## config.mk

```make
export PLATFORM = sky130hd
export DESIGN_NAME = card_test_seq
export DESIGN_NICKNAME = d
export VERILOG_FILES = /design/src/rtl/cts_pkg.sv /design/src/rtl/cts_rst_sync.sv /design/src/rtl/cts_btn_event.sv /design/src/rtl/cts_oneshot.sv /design/src/rtl/cts_fsm.sv /design/src/rtl/card_test_seq.sv
export SDC_FILE = /design/constraint.sdc
export NUM_CORES = 1
export LEC_CHECK = 0
export ABC_AREA = 1
export BUFFER_PORTS_ARGS = -buffer_cell sky130_fd_sc_hd__buf_2
export CORE_UTILIZATION = 45
export DETAILED_ROUTE_END_ITERATION = 7
export HOLD_SLACK_MARGIN = 0.12
export SLEW_MARGIN = 30
export SYNTH_ARGS = -nofsm -noshare
export SYNTH_HDL_FRONTEND = slang
export SYNTH_SLANG_ARGS = --single-unit
export TNS_END_PERCENT = 5
```

## constraint.sdc

```tcl
create_clock -name clk_i -period 1.1 [get_ports clk_i]
set_input_delay 0.11 -clock clk_i [delete_from_list [all_inputs] [get_ports clk_i]]
set_output_delay 0.11 -clock clk_i [all_outputs]
set_load 0.02 [all_outputs]
```

## src/rtl/cts_pkg.sv

```systemverilog
package cts_pkg;
  typedef enum logic [3:0] {
    ST_IDLE   = 4'd0,
    ST_PWRUP  = 4'd6,
    ST_TEST   = 4'd7,
    ST_PWRDN  = 4'd8,
    ST_RECON  = 4'd9,
    ST_DECIDE = 4'd10
  } step_e;
endpackage

```

## src/rtl/cts_rst_sync.sv

```systemverilog
module cts_rst_sync (
  input  logic clk_i,
  input  logic rst_ni,
  output logic rst_no
);
  logic [1:0] sh_q;
  always_ff @(posedge clk_i or negedge rst_ni) begin
    if (!rst_ni) sh_q <= 2'b00;
    else         sh_q <= {sh_q[0], 1'b1};
  end
  assign rst_no = sh_q[1];
endmodule

```

## src/rtl/cts_btn_event.sv

```systemverilog
module cts_btn_event #(
  parameter int SYNC_STAGES = 2
) (
  input  logic clk_i,
  input  logic rst_ni,
  input  logic btn_i,
  output logic event_o
);
  logic [SYNC_STAGES-1:0] sync_q;
  logic                   last_q;

  always_ff @(posedge clk_i or negedge rst_ni) begin
    if (!rst_ni) begin
      sync_q <= '0;
      last_q <= 1'b0;
    end else begin
      sync_q <= {sync_q[SYNC_STAGES-2:0], btn_i};
      last_q <= sync_q[SYNC_STAGES-1];
    end
  end

  assign event_o = sync_q[SYNC_STAGES-1] & ~last_q;

  // a held button gives no second event
  p_single_event_r9: assert property (@(posedge clk_i) disable iff (!rst_ni)
    event_o |=> !event_o);
endmodule

```

## src/rtl/cts_oneshot.sv

```systemverilog
module cts_oneshot #(
  parameter int unsigned CYCLES = 32'd11_750_000,
  localparam int CNT_W = $clog2(CYCLES + 1)
) (
  input  logic clk_i,
  input  logic rst_ni,
  input  logic trig_i,
  output logic busy_o,
  output logic expire_o
);
  logic [CNT_W-1:0] cnt_q, cnt_d;
  logic             cnt_en;

  assign busy_o   = (cnt_q != '0);
  assign expire_o = (cnt_q == CNT_W'(1));
  assign cnt_en   = busy_o | trig_i;

  always_comb begin
    cnt_d = cnt_q;
    if (!busy_o && trig_i) cnt_d = CNT_W'(CYCLES);
    else if (busy_o)       cnt_d = cnt_q - CNT_W'(1);
  end

  always_ff @(posedge clk_i or negedge rst_ni) begin
    if (!rst_ni)     cnt_q <= '0;
    else if (cnt_en) cnt_q <= cnt_d;
  end

  // a running timer only counts down, a trigger never reloads it
  p_no_retrigger_r7: assert property (@(posedge clk_i) disable iff (!rst_ni)
    busy_o |=> (cnt_q == $past(cnt_q) - CNT_W'(1)));
endmodule

```

## src/rtl/cts_fsm.sv

```systemverilog
module cts_fsm
  import cts_pkg::*;
#(
  parameter step_e RESTART = ST_PWRUP
) (
  input  logic       clk_i,
  input  logic       rst_ni,
  input  logic       start_i,
  input  logic       pwr_good_i,
  input  logic       pwr_off_i,
  input  logic       reed_closed_i,
  input  logic       test_done_i,
  input  logic       cont_cycle_i,
  input  logic       rep_event_i,
  input  logic       settle_busy_i,
  input  logic       settle_done_i,
  output logic       settle_trig_o,
  output logic       probe_pwr_en_o,
  output logic       test_start_o,
  output logic       reed_close_o,
  output logic [3:0] state_o
);
  step_e st_q, st_d;
  logic  pend_q, pend_d;
  logic  pulse_q, pulse_d;
  logic  go_again;

  assign go_again = cont_cycle_i | pend_q | rep_event_i;

  always_comb begin
    st_d = st_q;
    unique case (st_q)
      ST_IDLE:   if (start_i)       st_d = ST_PWRUP;
      ST_PWRUP:  if (pwr_good_i)    st_d = ST_TEST;
      ST_TEST:   if (test_done_i)   st_d = ST_PWRDN;
      ST_PWRDN:  if (pwr_off_i)     st_d = ST_RECON;
      ST_RECON:  if (settle_done_i) st_d = ST_DECIDE;
      ST_DECIDE: st_d = go_again ? RESTART : ST_IDLE;
      default:   st_d = ST_IDLE;
    endcase
  end

  always_comb begin
    pend_d  = (st_q != ST_IDLE) && (st_q != ST_DECIDE) && (pend_q || rep_event_i);
    pulse_d = (st_d == ST_TEST) && (st_q != ST_TEST);
  end

  always_ff @(posedge clk_i or negedge rst_ni) begin
    if (!rst_ni) begin
      st_q    <= ST_IDLE;
      pend_q  <= 1'b0;
      pulse_q <= 1'b0;
    end else begin
      st_q    <= st_d;
      pend_q  <= pend_d;
      pulse_q <= pulse_d;
    end
  end

  assign settle_trig_o  = (st_q == ST_RECON) && reed_closed_i && !settle_busy_i;
  assign probe_pwr_en_o = (st_q == ST_PWRUP) || (st_q == ST_TEST);
  assign reed_close_o   = (st_q == ST_RECON) || (st_q == ST_DECIDE);
  assign test_start_o   = pulse_q;
  assign state_o        = st_q;

  p_hold_pwrup_r3: assert property (@(posedge clk_i) disable iff (!rst_ni)
    (st_q == ST_PWRUP && !pwr_good_i) |=> (st_q == ST_PWRUP));
  p_start_once_r4: assert property (@(posedge clk_i) disable iff (!rst_ni)
    test_start_o |=> !test_start_o);
  p_start_in_test_r4: assert property (@(posedge clk_i) disable iff (!rst_ni)
    test_start_o |-> (st_q == ST_TEST));
  p_hold_test_r5: assert property (@(posedge clk_i) disable iff (!rst_ni)
    (st_q == ST_TEST && !test_done_i) |=> (st_q == ST_TEST));
  p_hold_pwrdn_r6: assert property (@(posedge clk_i) disable iff (!rst_ni)
    (st_q == ST_PWRDN && !pwr_off_i) |=> (st_q == ST_PWRDN));
  p_decide_once_r8: assert property (@(posedge clk_i) disable iff (!rst_ni)
    (st_q == ST_DECIDE) |=> (st_q != ST_DECIDE));
  p_idle_start_r2: assert property (@(posedge clk_i) disable iff (!rst_ni)
    (st_q == ST_IDLE && !start_i) |=> (st_q == ST_IDLE));
endmodule

```

## src/rtl/card_test_seq.sv

```systemverilog
module card_test_seq
  import cts_pkg::*;
#(
  parameter int unsigned SETTLE_CYCLES = 32'd11_750_000,
  parameter int unsigned RESTART_STATE = 32'd6
) (
  input  logic       clk_i,
  input  logic       rst_ni,
  input  logic       start_i,
  input  logic       pwr_good_i,
  input  logic       pwr_off_i,
  input  logic       reed_closed_i,
  input  logic       test_done_i,
  input  logic       cont_cycle_i,
  input  logic       repeat_btn_i,
  output logic       probe_pwr_en_o,
  output logic       test_start_o,
  output logic       reed_close_o,
  output logic [3:0] state_o
);
  localparam step_e RESTART_STEP =
    (RESTART_STATE == 32'd7) ? ST_TEST  :
    (RESTART_STATE == 32'd8) ? ST_PWRDN :
    (RESTART_STATE == 32'd9) ? ST_RECON : ST_PWRUP;

  logic rst_n_int;
  logic rep_event;
  logic settle_trig, settle_busy, settle_done;

  cts_rst_sync u_rst (
    .clk_i  (clk_i),
    .rst_ni (rst_ni),
    .rst_no (rst_n_int)
  );

  cts_btn_event #(.SYNC_STAGES(2)) u_btn (
    .clk_i   (clk_i),
    .rst_ni  (rst_n_int),
    .btn_i   (repeat_btn_i),
    .event_o (rep_event)
  );

  cts_oneshot #(.CYCLES(SETTLE_CYCLES)) u_settle (
    .clk_i    (clk_i),
    .rst_ni   (rst_n_int),
    .trig_i   (settle_trig),
    .busy_o   (settle_busy),
    .expire_o (settle_done)
  );

  cts_fsm #(.RESTART(RESTART_STEP)) u_fsm (
    .clk_i          (clk_i),
    .rst_ni         (rst_n_int),
    .start_i        (start_i),
    .pwr_good_i     (pwr_good_i),
    .pwr_off_i      (pwr_off_i),
    .reed_closed_i  (reed_closed_i),
    .test_done_i    (test_done_i),
    .cont_cycle_i   (cont_cycle_i),
    .rep_event_i    (rep_event),
    .settle_busy_i  (settle_busy),
    .settle_done_i  (settle_done),
    .settle_trig_o  (settle_trig),
    .probe_pwr_en_o (probe_pwr_en_o),
    .test_start_o   (test_start_o),
    .reed_close_o   (reed_close_o),
    .state_o        (state_o)
  );

  // the reed command never coexists with probe power
  p_reed_vs_power_r7: assert property (@(posedge clk_i) disable iff (!rst_n_int)
    reed_close_o |-> !probe_pwr_en_o);
endmodule

```

# Word-level counts from Yosys, hierarchy flattened
# Cells that the tools add are included.
# W data, S select, Z words.
dict set report totals {
  regBits 35
  inputBits 9
  output_inout_bits 7
  wordCells 46
}
dict set report classes {
  addsub 1
  n_eq_ne 9
  mux 9
  n_bitwise 5
  n_reduce_logical 15
}
# cell count
set op_table {}
lappend op_table {{$mux W24} 2}
lappend op_table {{$eq A24 B1 Y1 const B} 1}
lappend op_table {{$pmux W4 S6} 1}
lappend op_table {{$reduce_bool A24 Y1} 1}
lappend op_table {{$sub A24 B1 Y24 const B} 1}
lappend op_table {{$mux W4} 5}
lappend op_table {{$eq A4 B3 Y1 const B} 3}
lappend op_table {{$eq A4 B4 Y1 const B} 3}
lappend op_table {{$logic_and A1 B1 Y1} 6}
lappend op_table {{$logic_not A4 Y1} 1}
lappend op_table {{$ne A4 B3 Y1 const B} 1}
lappend op_table {{$ne A4 B4 Y1 const B} 1}
lappend op_table {{$reduce_bool A4 Y1} 1}
lappend op_table {{$logic_or A1 B1 Y1} 3}
lappend op_table {{$mux W3} 1}
lappend op_table {{$or A1 B1 Y1} 3}
lappend op_table {{$reduce_and A2 Y1} 1}
lappend op_table {{$reduce_bool A2 Y1} 1}
lappend op_table {{$and A1 B1 Y1} 1}
lappend op_table {{$logic_not A1 Y1} 1}
lappend op_table {{$not A1 Y1} 1}

# Depth between registers and ports, before layout
dict set report depth {
  depth_word 7
  ltp_mapped 10
  ltp_nobuf 9
}

# Cells and area by module
# Synthesis repeated with hierarchy kept, for this count alone.
dict set report hier_totals {
  cells_unflattened 264
  area_unflattened_um2 2078.2
}
# mod n_inst cells_per_inst area_per_inst_um2 seq_area_each_um2
set by_module_without_submodules {}
lappend by_module_without_submodules {cts_oneshot 1 212 1612.8 600.6}
lappend by_module_without_submodules {cts_fsm 1 44 326.6 150.1}
lappend by_module_without_submodules {cts_btn_event 1 5 85.1 75.1}
lappend by_module_without_submodules {cts_rst_sync 1 3 53.8 50.0}

# Worst setup path before layout
# No wires, ideal clock.
dict set report synth_path {
  path_type {reg-to-reg}
  startpoint {register u_fsm.st_q[1] (netlist: u_fsm.state_o[1])}
  endpoint {register u_fsm.st_q[1] (netlist: u_fsm.state_o[1])}
  setup_ns 0.083
  arrival_ns 1.661
  t_required_ns 1.017
  slack_ns -0.644
  stages_incl_launch_ff 7
  path_buffers 0
  period_less_slack_ns 1.744
  path_cell_list {dfrtp_1 > inv_1 > nor3_1 > nand3b_1 > nand2_1 > nor2_1 > o21ai_0}
}
dict set report synth_via {
  elab_chain_cells 2
  elab_cells_between_ends 12
  classes_between {eq/ne (5); mux (6); reduce/logical (1)}
}
# element line
set synth_lines {}
lappend synth_lines {{from (decl)} cts_fsm.sv:23} ;# step_e st_q, st_d;
lappend synth_lines {{from (signal assigned)} cts_fsm.sv:54} ;# st_q <= st_d;
lappend synth_lines {{$eq A4 B4 Y1 (tied with other cells)} cts_fsm.sv:32} ;# unique case (st_q)
lappend synth_lines {{$pmux W4 S6 *} cts_fsm.sv:32}
lappend synth_lines {{via u_fsm.st_d[1]} cts_fsm.sv:23}
# Mark *: on every way through the listed nets, which the timed path passes. The rest lies on a longest branch.
# A chain may end at the register's enable or synchronous reset.

# Final worst setup path
dict set report layout_path {
  startpoint {register u_settle.cnt_q[1]}
  endpoint {register u_settle.cnt_q[5]}
}
dict set report layout_via {
  elab_chain_cells 6
  elab_cells_between_ends 10
  classes_between {add/sub (1); mux (2); bitwise (1); reduce/logical (6)}
}
# element line
set layout_lines {}
lappend layout_lines {{from (decl)} cts_oneshot.sv:11} ;# logic [CNT_W-1:0] cnt_q, cnt_d;
lappend layout_lines {{from (signal assigned)} cts_oneshot.sv:26} ;# else if (cnt_en) cnt_q <= cnt_d;
lappend layout_lines {{branches (longest 6 deep; another with $sub A24 B1 Y24)} n/a}
# Parallel ways; which one is timed is not known. The select of a mux whose other input is x is not followed.

==> run_results.csv <==
group,metric,value,unit
global_routing,track_usage,25.2,%
timing,rsz0062_at_grt,"true",
worst_setup_path,required,1.32,ns
pwr,switching_share,26.4,%
status,status,"finished, violations left",
synthesis,syn_inst,273,
detailed_routing,wl_met2,2740,um
pwr,p_per_area,1150,nW/um^2
timing,setup-violations-final,32,
global_routing,grt_pass1_wl,9450,um
global_routing,grt.overflow.total,0,
worst_setup_path,slowest_stage,"dfrtp_1",
detailed_routing,maxUsedRoutingLayer,"met4",
pwr,p_leak,1.53,nW
synthesis,seq_area_frac_synth,42.9,%
timing,max_freq,667,MHz
final_layout,regArea,878,um^2
synthesis,ys_types,27,
floorplanning,initial_core_util,46.8,%
worst_setup_path,r2r_setup_slack,-0.40,ns
job,maxCapViolations,0,
worst_setup_path,cp-start-kind,"flip-flop",
clock_network,clk_path_buf_depth,2,
timing,setup_slack,-0.399,ns
worst_setup_path,worstPathCellList,"inv_2 -> ha_4 -> nand2_4 -> nor2_4 -> nand3_4 -> nor2_4 -> nor2_1 -> nor2_1",
clock_network,htreeDepth,2,
pwr,power.switching,0.959,mW
clock_network,cts.clk_slew.worst_paths,0.07,ns
status,violations,"negative setup slack",
place,routabilityCongestion,0.892,
pwr,vdd_drop_max,0.000672,V
detailed_routing,drt_wl_total,5770,um
synthesis,ys_seq_elements,35,
synthesis,syn-num-nets,285,
detailed_routing,wl_met1,2680,um
pwr,p_clk_share,38.9,%
place,dp_slack,-0.459,ns
clock_network,root_buffer,"clkbuf_8",
worst_setup_path,cp-end-kind,"flip-flop",
final_layout,fillers,329,
floorplanning,die_w,69.3,um
worst_setup_path,crit_buf_inv,1,
timing,final-max-slew-violation-count,0,
final_layout,stdcell_count,425,
pwr,cellInternalPower,2.67,mW
place,portBuffers,15,
final_layout,multi_input_area,1200,um^2
synthesis,synth_top_cell_by_area,"dfrtp_1",
detailed_routing,wl_per_cell,13.6,um
place,placedCellCount,404,
floorplanning,dieArea,4810,um^2
worst_setup_path,r2r_end,"u_settle.cnt_q[5]",
clock_network,cts_made_buffers,5,
floorplanning,num_rows,24,
floorplanning,core_area,4350,um^2
global_routing,grt_max_degree,25,
worst_setup_path,arrival,1.72,ns
timing,skew,0.00584,ns
timing,period_share,136,%
synthesis,synth_top_area_share,42.9,%
hold_path,holdCritPathClass,"flip-flop to async pin",
detailed_routing,drc,0,
clock_network,insertion_delay,0.29,ns
clock_network,clock-sinks,35,
detailed_routing,first_iter_violations,130,
detailed_routing,num_vias,2122,
timing,finalHoldViolations,0,
worst_setup_path,r2r_start,"u_settle.cnt_q[1]",
global_routing,grt_pass1_vias,2088,
worst_setup_path,ff2ff_path_depth,8,
pwr,pwr-share-comb,21.2,%
synthesis,avgSynthCellArea,7.47,um^2
worst_setup_path,max_stage_delay,0.40,ns
detailed_routing,viasPerCell,4.99,
global_routing,antenna_found_initial,0,
floorplanning,boundaryPins,16,
synthesis,ys_warn_count,0,
synthesis,synth_area_leaders,"dfrtp_1 (43%), nand2_1 (11%), nor2_1 (10%)",
final_layout,nets,384,
floorplanning,fp.dieH,69.3,um
worst_setup_path,crit_type,"flip-flop to flip-flop",
pwr,pwr-share-seq,39.9,%
final_layout,drive_gt1_share,42.1,%
worst_setup_path,crit_family,"simple AND/OR/NAND/NOR gates",
worst_setup_path,crit_path_max_fanout,7,
clock_network,cts_tree,"yes",
place,dp_hpwl,4140,um
detailed_routing,dr.pass1.iters,5,
detailed_routing,postRouteAntennaNets,0,
timing,period_minus_slack,1.50,ns
detailed_routing,wl_met3,210,um
final_layout,antenna_cells,0,
final_layout,area_delta_synth_final,54.4,%
synthesis,netlist_area,2040,um^2
## state kept, by name, summed over array words and instances (netlist names)
signal              cells
u_settle.cnt_q         24
u_btn.last_q            1
u_btn.sync_q            2
u_fsm.test_start_o      1
u_fsm.pend_q            1
u_rst.sh_q              2
u_fsm.state_o           4
## Yosys cell counts
library cell	instances
a21o_1	1
a32o_1	1
and3_2	1
buf_6	2
conb_1	1
dfrtp_1	35
ha_1	3
inv_1	36
nand2_1	61
nand2_2	3
nand3_1	20
nand3_2	2
nand3b_1	5
nand4_1	13
nor2_1	55
nor2_2	7
nor2_4	4
nor3_1	4
nor3b_1	1
nor4_1	1
o211ai_1	2
o21ai_0	5
o21ai_2	2
o21bai_1	1
or2_2	1
xnor2_1	2
xor2_1	4
## per-stage QoR
step / TNS [ns] / cell area [um^2] / total power, mW / utilization [%] / hold WS, ns
floorplan: -6.54 / 2110 / 1.78 / - / -0.186
global placement: -9.65 / 2730 / 2.08 / 62.6 / -0.104
detailed placement: -10.11 / 2730 / 2.09 / 62.6 / -0.105
CTS: -9.40 / 3060 / 3.56 / 70.3 / 0.163
global route: -12.67 / 3150 / 3.77 / 72.3 / 0.204
finish: -9.61 / 3150 / 3.63 / 72.3 / 0.172
## logic make-up after synthesis
kind of cell	synth area share (%)
AOI/OAI and AO/OA	4.05
xor gates and xnor gates	2.58
adders and majority gates	1.84
buffers and inverters	7.73
DFF	42.9
other	0.184
and+or+nand+nor	40.7
## metal layers
layer  up-vias  global-route usage (%)
met4         0                    9.30
met1       994                    32.5
met3        14                    4.51
met5         -                       0
li1       1067                       -
met2        47                    42.1
## area by class of cell
class / instances / area share (%)
Clock buffer: 5 / 2.19
Clock inverter: 3 / 2.15
Inverter: 36 / 4.37
Multi-Input combinational cell: 200 / 38.0
Sequential cell: 35 / 27.9
Tap cell: 52 / 2.07
Timing Repair Buffer: 94 / 23.3
## power by group through the flow
stage | logic [mW] | registers [mW] | clock network (mW)
global route | 0.835 | 1.46 | 1.48
finish | 0.771 | 1.45 | 1.41
CTS | 0.694 | 1.44 | 1.43
floorplan | 0.238 | 1.54 | 0
global placement | 0.629 | 1.45 | 0
detailed placement | 0.635 | 1.45 | 0
## timing repair
action	in CTS	in global routing
hold endpoints to repair	7	0
pin swaps	13	9
endpoints found under the setup margin	32	35
gates resized for setup	29	25
buffers inserted	5	1
hold buffers	7	0
## placed cells by master (no fill, tap or decap), types with 5 or more instances in the layout
master	count
inv_2	6
nand3_1	17
dfrtp_1	33
dlygate4sd3_1	7
nand2_1	58
nor2_1	35
inv_1	29
nand2_2	5
buf_6	10
buf_2	11
nand4_1	13
buf_4	66
clkbuf_8	5
nor2_2	20
nand3b_1	5
nor2_4	11
## worst max-delay path by stage
stage	start	end	slack (ns)	depth (start not counted)
floorplan	u_settle.cnt_q[0]	u_settle.cnt_q[11]	-0.27	8
global placement	u_settle.cnt_q[1]	u_settle.cnt_q[9]	-0.43	7
detailed placement	u_settle.cnt_q[14]	u_settle.cnt_q[9]	-0.46	6
CTS	u_fsm.state_o[3]	reed_close_o	-0.38	7
global route	u_settle.cnt_q[10]	u_settle.cnt_q[15]	-0.50	7
finish	u_settle.cnt_q[1]	u_settle.cnt_q[5]	-0.40	8
Note: power is estimated with default switching activity, not from simulation.
